## config.mk

```make
export PLATFORM = sky130hd
export DESIGN_NAME = evt_timer
export DESIGN_NICKNAME = d
export VERILOG_FILES = /design/src/rtl/evt_timer_pkg.sv /design/src/rtl/evt_timer_psc.sv /design/src/rtl/evt_timer_sync.sv /design/src/rtl/evt_timer_cnt.sv /design/src/rtl/evt_timer.sv
export SDC_FILE = /design/constraint.sdc
export NUM_CORES = 1
export LEC_CHECK = 0
export CAP_MARGIN = 30
export CORE_MARGIN = 2
export CORE_UTILIZATION = 35
export DETAILED_ROUTE_END_ITERATION = 12
export PLACE_DENSITY = 0.71
export SLEW_MARGIN = 20
export SYNTH_ARGS = -nofsm -noshare
export SYNTH_HDL_FRONTEND = slang
export SYNTH_SLANG_ARGS = --single-unit
export TNS_END_PERCENT = 50
```

## constraint.sdc

```tcl
create_clock -name clk_i -period 2.2 [get_ports clk_i]
set_clock_uncertainty 0.15 [all_clocks]
set_input_delay 0.33 -clock clk_i [delete_from_list [all_inputs] [get_ports clk_i]]
set_output_delay 0.33 -clock clk_i [all_outputs]
set_load 0.1 [all_outputs]
```

## src/rtl/evt_timer_pkg.sv

```systemverilog
package evt_timer_pkg;
  typedef enum logic [1:0] {
    MODE_OFF   = 2'b00,
    MODE_EVENT = 2'b01,
    MODE_TIMER = 2'b10,
    MODE_PULSE = 2'b11
  } tmr_mode_e;
endpackage

```

## src/rtl/evt_timer_psc.sv

```systemverilog
module evt_timer_psc #(
  parameter int SEL_W = 3
) (
  input  logic             clk_i,
  input  logic             rst_ni,
  input  logic             en_i,
  input  logic [SEL_W-1:0] sel_i,
  output logic             tick_o
);
  localparam int PW = 1 << SEL_W;

  logic [PW-1:0]  cnt_q;
  logic [SEL_W:0] sh;
  logic [PW-1:0]  mask;

  always_comb begin
    sh   = {1'b0, sel_i} + (SEL_W+1)'(1);
    mask = ~({PW{1'b1}} << sh);
  end

  assign tick_o = en_i && ((cnt_q | ~mask) == {PW{1'b1}});

  // restarts from zero whenever disabled
  always_ff @(posedge clk_i or negedge rst_ni) begin
    if (!rst_ni)    cnt_q <= '0;
    else if (en_i)  cnt_q <= cnt_q + PW'(1);
    else            cnt_q <= '0;
  end
endmodule

```

## src/rtl/evt_timer_sync.sv

```systemverilog
module evt_timer_sync #(
  parameter int STAGES = 2
) (
  input  logic clk_i,
  input  logic rst_ni,
  input  logic pin_i,
  input  logic pol_i,
  output logic edge_o,
  output logic active_o
);
  logic [STAGES:0] sh_q;
  logic            cur, prev;

  always_ff @(posedge clk_i or negedge rst_ni) begin
    if (!rst_ni) sh_q <= '0;
    else         sh_q <= {sh_q[STAGES-1:0], pin_i};
  end

  assign cur      = sh_q[STAGES-1];
  assign prev     = sh_q[STAGES];
  assign edge_o   = pol_i ? (prev & ~cur) : (cur & ~prev);
  assign active_o = cur ^ pol_i;
endmodule

```

## src/rtl/evt_timer_cnt.sv

```systemverilog
module evt_timer_cnt #(
  parameter int W = 8
) (
  input  logic         clk_i,
  input  logic         rst_ni,
  input  logic         step_i,
  input  logic         load_i,
  input  logic [W-1:0] load_val_i,
  input  logic [W-1:0] reload_val_i,
  output logic [W-1:0] cnt_o,
  output logic         ovf_o,
  output logic         pfd_o
);
  logic [W-1:0] cnt_q;
  logic         ovf_q, pfd_q;
  logic         wrap;

  assign wrap = step_i && (cnt_q == {W{1'b1}});

  always_ff @(posedge clk_i or negedge rst_ni) begin
    if (!rst_ni) begin
      cnt_q <= '0;
      ovf_q <= 1'b0;
      pfd_q <= 1'b0;
    end else begin
      ovf_q <= wrap;
      if (wrap) pfd_q <= ~pfd_q;
      if (load_i)      cnt_q <= load_val_i;
      else if (wrap)   cnt_q <= reload_val_i;
      else if (step_i) cnt_q <= cnt_q + W'(1);
    end
  end

  assign cnt_o = cnt_q;
  assign ovf_o = ovf_q;
  assign pfd_o = pfd_q;
endmodule

```

## src/rtl/evt_timer.sv

```systemverilog
module evt_timer
  import evt_timer_pkg::*;
#(
  parameter int W      = 8,
  parameter int SEL_W  = 3,
  parameter int STAGES = 2
) (
  input  logic             clk_i,
  input  logic             rst_ni,
  input  logic             ctrl_we_i,
  input  logic [1:0]       mode_i,
  input  logic [SEL_W-1:0] psc_sel_i,
  input  logic             pol_i,
  input  logic             run_i,
  input  logic             load_we_i,
  input  logic [W-1:0]     load_data_i,
  input  logic             ext_i,
  output logic [W-1:0]     count_o,
  output logic             run_o,
  output logic             ovf_irq_o,
  output logic             pfd_o
);
  tmr_mode_e        mode_q;
  logic [SEL_W-1:0] sel_q;
  logic             pol_q, run_q, seen_q;
  logic [W-1:0]     preload_q;
  logic             pin_edge, pin_active, tick, psc_en, step;

  always_ff @(posedge clk_i or negedge rst_ni) begin
    if (!rst_ni) begin
      mode_q <= MODE_OFF;
      sel_q  <= '0;
      pol_q  <= 1'b0;
      run_q  <= 1'b0;
      seen_q <= 1'b0;
    end else if (ctrl_we_i) begin
      mode_q <= tmr_mode_e'(mode_i);
      sel_q  <= psc_sel_i;
      pol_q  <= pol_i;
      run_q  <= run_i;
      seen_q <= 1'b0;
    end else if (run_q && mode_q == MODE_PULSE) begin
      // one pulse only: disarm when the gate falls back
      if (pin_active)  seen_q <= 1'b1;
      else if (seen_q) run_q  <= 1'b0;
    end
  end

  always_ff @(posedge clk_i or negedge rst_ni) begin
    if (!rst_ni)        preload_q <= '0;
    else if (load_we_i) preload_q <= load_data_i;
  end

  evt_timer_sync #(.STAGES(STAGES)) u_sync (
    .clk_i, .rst_ni, .pin_i(ext_i), .pol_i(pol_q),
    .edge_o(pin_edge), .active_o(pin_active)
  );

  assign psc_en = run_q && ((mode_q == MODE_TIMER) ||
                            (mode_q == MODE_PULSE && pin_active));

  evt_timer_psc #(.SEL_W(SEL_W)) u_psc (
    .clk_i, .rst_ni, .en_i(psc_en), .sel_i(sel_q), .tick_o(tick)
  );

  always_comb begin
    step = 1'b0;
    if (run_q) begin
      unique case (mode_q)
        MODE_EVENT:              step = pin_edge;
        MODE_TIMER, MODE_PULSE:  step = tick;
        default:                 step = 1'b0;
      endcase
    end
  end

  evt_timer_cnt #(.W(W)) u_cnt (
    .clk_i, .rst_ni, .step_i(step),
    .load_i(load_we_i && !run_q), .load_val_i(load_data_i),
    .reload_val_i(preload_q),
    .cnt_o(count_o), .ovf_o(ovf_irq_o), .pfd_o(pfd_o)
  );

  assign run_o = run_q;
endmodule

```

==> flow_metrics.tcl <==
set metrics [dict create \
    path_max_fanout 6 \
    required_ns 2.28 \
    critPathSlowestCell "or4_4" \
    fin_crit_sh_pct 99.16 \
    die_w_um 76.44 \
    multi_input_area_um2 938.4 \
    yosysUniqueCellTypes 43 \
    crit_top_cell "buf_6" \
    cap_violations 0 \
    clock_sinks 37 \
    synth_area_um2 1837 \
    worstSetupPathType "flip-flop to flip-flop" \
    syn-instance-count 165 \
    synth.most_common_cell "dfrtp_1" \
    cts_buffers 5 \
    synth.avg_cell_area_um2 11.13 \
    wl_per_cell_um 13.46 \
    antenna_found_initial 0 \
    drt_iter0_markers 97 \
    tns_ns 0 \
    synth_xor_area_share_pct 5.177 \
    drv_slew 0 \
    yosys.area.top_type "dfrtp_1" \
    arrival_ns 2.26 \
    hpwl_um 2739 \
    ys_warn_count 0 \
    max_clock_freq_ghz 0.4584 \
    clkTransAtPathRegs_ns 0.07 \
    synthTopCellsByArea "dfrtp_1, mux2_2, xor2_1, nor2_1, ha_1" \
    root_buffer "clkbuf_8" \
    yosysSeqAreaShare_pct 50.41 \
    leakage_nw 1.056 \
    max-slew-margin-rel_pct 68.65 \
    fill_cells 478 \
    dp_slack_ns -0.1471 \
    worst_hold_slack_ns 0.2032 \
    drt_pass1_iterations 4 \
    grt_usage_pct 14.10 \
    final_nets 237 \
    ys_seq_elements 37 \
    clockBufferDepth 2 \
    fp.dieArea_um2 5843 \
    synth.top_cells.by_count "dfrtp_1, nor2_1, mux2_2, nand2_1" \
    muxShareOfSynthArea_pct 9.060 \
    synth-simple-area-share_pct 15.19 \
    syn_nets 189 \
    final-seq-area_um2 944.7 \
    synth_top_family_by_area "compound AO/OA/AOI/OAI gates" \
    cts_tree "yes" \
    grt_pass1_wl_um 6651 \
    placementRows 26 \
    synth_compound_area_share_pct 15.40 \
    synthFlopType "dfrtp_1" \
    hold_path_class "flip-flop to flip-flop" \
    hold_viol_final 0 \
    period_needed_ns 2.182 \
    status "finished clean" \
    start_util_pct 36.19 \
    io_buffers 30 \
    drive_gt1_share_pct 34.58 \
    max_stage_delay_ns 0.53 \
    cp_top_family "compound AO/OA/AOI/OAI gates" \
    overflow 0 \
    drt-vias-per-instance 5.123 \
    synth_top_area_share_pct 50.41 \
    synth-edff-count 0 \
    crit_chain "buf_6 -> a21bo_4 -> a21oi_2 -> or4_4 -> o21a_4 -> buf_6 -> a211oi_2 -> a221o_1" \
    tightest_slew_ns 0.4702 \
    pin_count 31 \
    synthAdderAreaFrac_pct 2.725 \
    routed_wirelength_um 3824 \
    cp-start-kind "flip-flop" \
    core_um2 5075 \
    gp_congestion 0.8043 \
    dpl_cell_area_um2 2295 \
    stdcell_count 284 \
    grt_start_max_net_pins 38 \
    vias 1455 \
    antenna_cells 0 \
    numPlacedInstances 274 \
    htreeDepth 2 \
    ant_nets 0 \
    worstSkewPairLatency_ns 0.29 \
    power.density_nw_per_um2 846.5 \
    grt_pass1_vias 1401 \
    die_h_um 76.44 \
    setup_ws_ns 0.01849 \
    drc_errors 0 \
    max-vdd-ir-drop_mv 0.4654 \
    async_flop_share_pct 100.0 \
    end_kind "flip-flop" \
    setup_violations 0 \
    stdcell_area_um2 2520 \
    area_delta_synth_final_pct 37.19 \
    rsz0062_at_grt "true" \
    crit_buf_inv 2 \
]
==> layer usage <==
metal	share of wire (%)	wire length (um)	GRT usage, %	vias to the layer above
li1	-	-	-	700
met1	46	1775	19.21	712
met2	47	1783	21.86	37
met3	5.2	200	3.910	6
met4	1.7	65	4.364	0
met5	0	0	0	-
==> registers in the layout (all words and copies together) (netlist names) <==
signal and count:
mode_q 2, pol_q 1, preload_q 8, run_o 1, seen_q 1, sel_q 3
u_cnt.cnt_o 8, u_cnt.ovf_o 1, u_cnt.pfd_o 1, u_psc.cnt_q 8, u_sync.sh_q 3
==> placed cells by master, fill, tap and decap left out, types with 2 or more instances in the layout <==
cell type and n:
inv_1 3, dfrtp_4 3, mux2i_1 2, nand2b_1 3
dfrtp_2 6, bufinv_16 2, a211oi_2 3, mux2_2 13
clkbuf_8 5, nand4_1 2, o21ai_0 7, nand2_1 13
a21oi_2 2, ha_1 3, buf_4 24, and2_1 2
or2_2 2, a31oi_1 2, a41oi_1 3, o211ai_1 2
clkdlybuf4s50_1 19, buf_6 3, nor2_1 16, xnor2_1 2
a221o_1 4, dfrtp_1 28, nand3_1 6, or3_1 2
xor2_1 7, a2bb2oi_1 2
==> worst register-to-register path, stage by stage, from the launching register on <==
cell,delay (ns)
dfrtp_1,0.42
buf_6,0.14
a21bo_4,0.16
a21oi_2,0.05
or4_4,0.53
o21a_4,0.24
buf_6,0.14
a211oi_2,0.15
a221o_1,0.14
==> metrics by stage <==
step	power (W)	util (%)
after floorplan	0.001250	-
after global placement	0.001421	45.22
after detailed placement	0.001429	45.22
after CTS	0.002142	49.01
after global routing	0.002228	49.65
final	0.002133	49.65
==> what timing repair did <==
| item | CTS | global route |
|---|---|---|
| setup buffers | 2 | 0 |
| pin swaps | 6 | 5 |
| gates resized for setup | 12 | 5 |
| gates cloned | 0 | 0 |
| hold buffers | 0 | 0 |
| setup endpoints to repair | 9 | 9 |
==> final timing paths <==
kind                       depth (start not counted)  slack [ns]      startpoint              to
setup / recovery                                   8        0.02        sel_q[0]  u_cnt.cnt_o[5]
hold / removal                                     0        0.20  u_sync.sh_q[0]  u_sync.sh_q[1]
min in group asynchronous                          2        0.31          rst_ni       mode_q[1]
setup reg to reg                                   8        0.02        sel_q[0]  u_cnt.cnt_o[5]
hold reg to reg                                    0        0.20  u_sync.sh_q[0]  u_sync.sh_q[1]
max in group asynchronous                          2        1.22          rst_ni  u_cnt.cnt_o[0]
==> report_power, final <==
part           internal [W]  leakage [nW]  switching (W)
clock network      0.000450        0.0681       0.000242
registers          0.000755         0.451      0.0000841
logic              0.000210         0.536       0.000392
total               0.00142          1.06       0.000718
==> cell type report <==
class,instances,area share [%]
Sequential cell,37,37.49
Multi-Input combinational cell,120,37.24
Timing Repair Buffer,46,16.04
Tap cell,70,3.476
Clock buffer,5,2.731
Clock inverter,3,2.582
Inverter,3,0.4469
==> kinds of logic after synthesis <==
group           after synthesis
simple gates                 55
mux                          15
buf+inv                       8
compound gates               36
fa+ha+maj                     4
xor+xnor                     10
flops                        37
(Power assumes the default switching activity.)
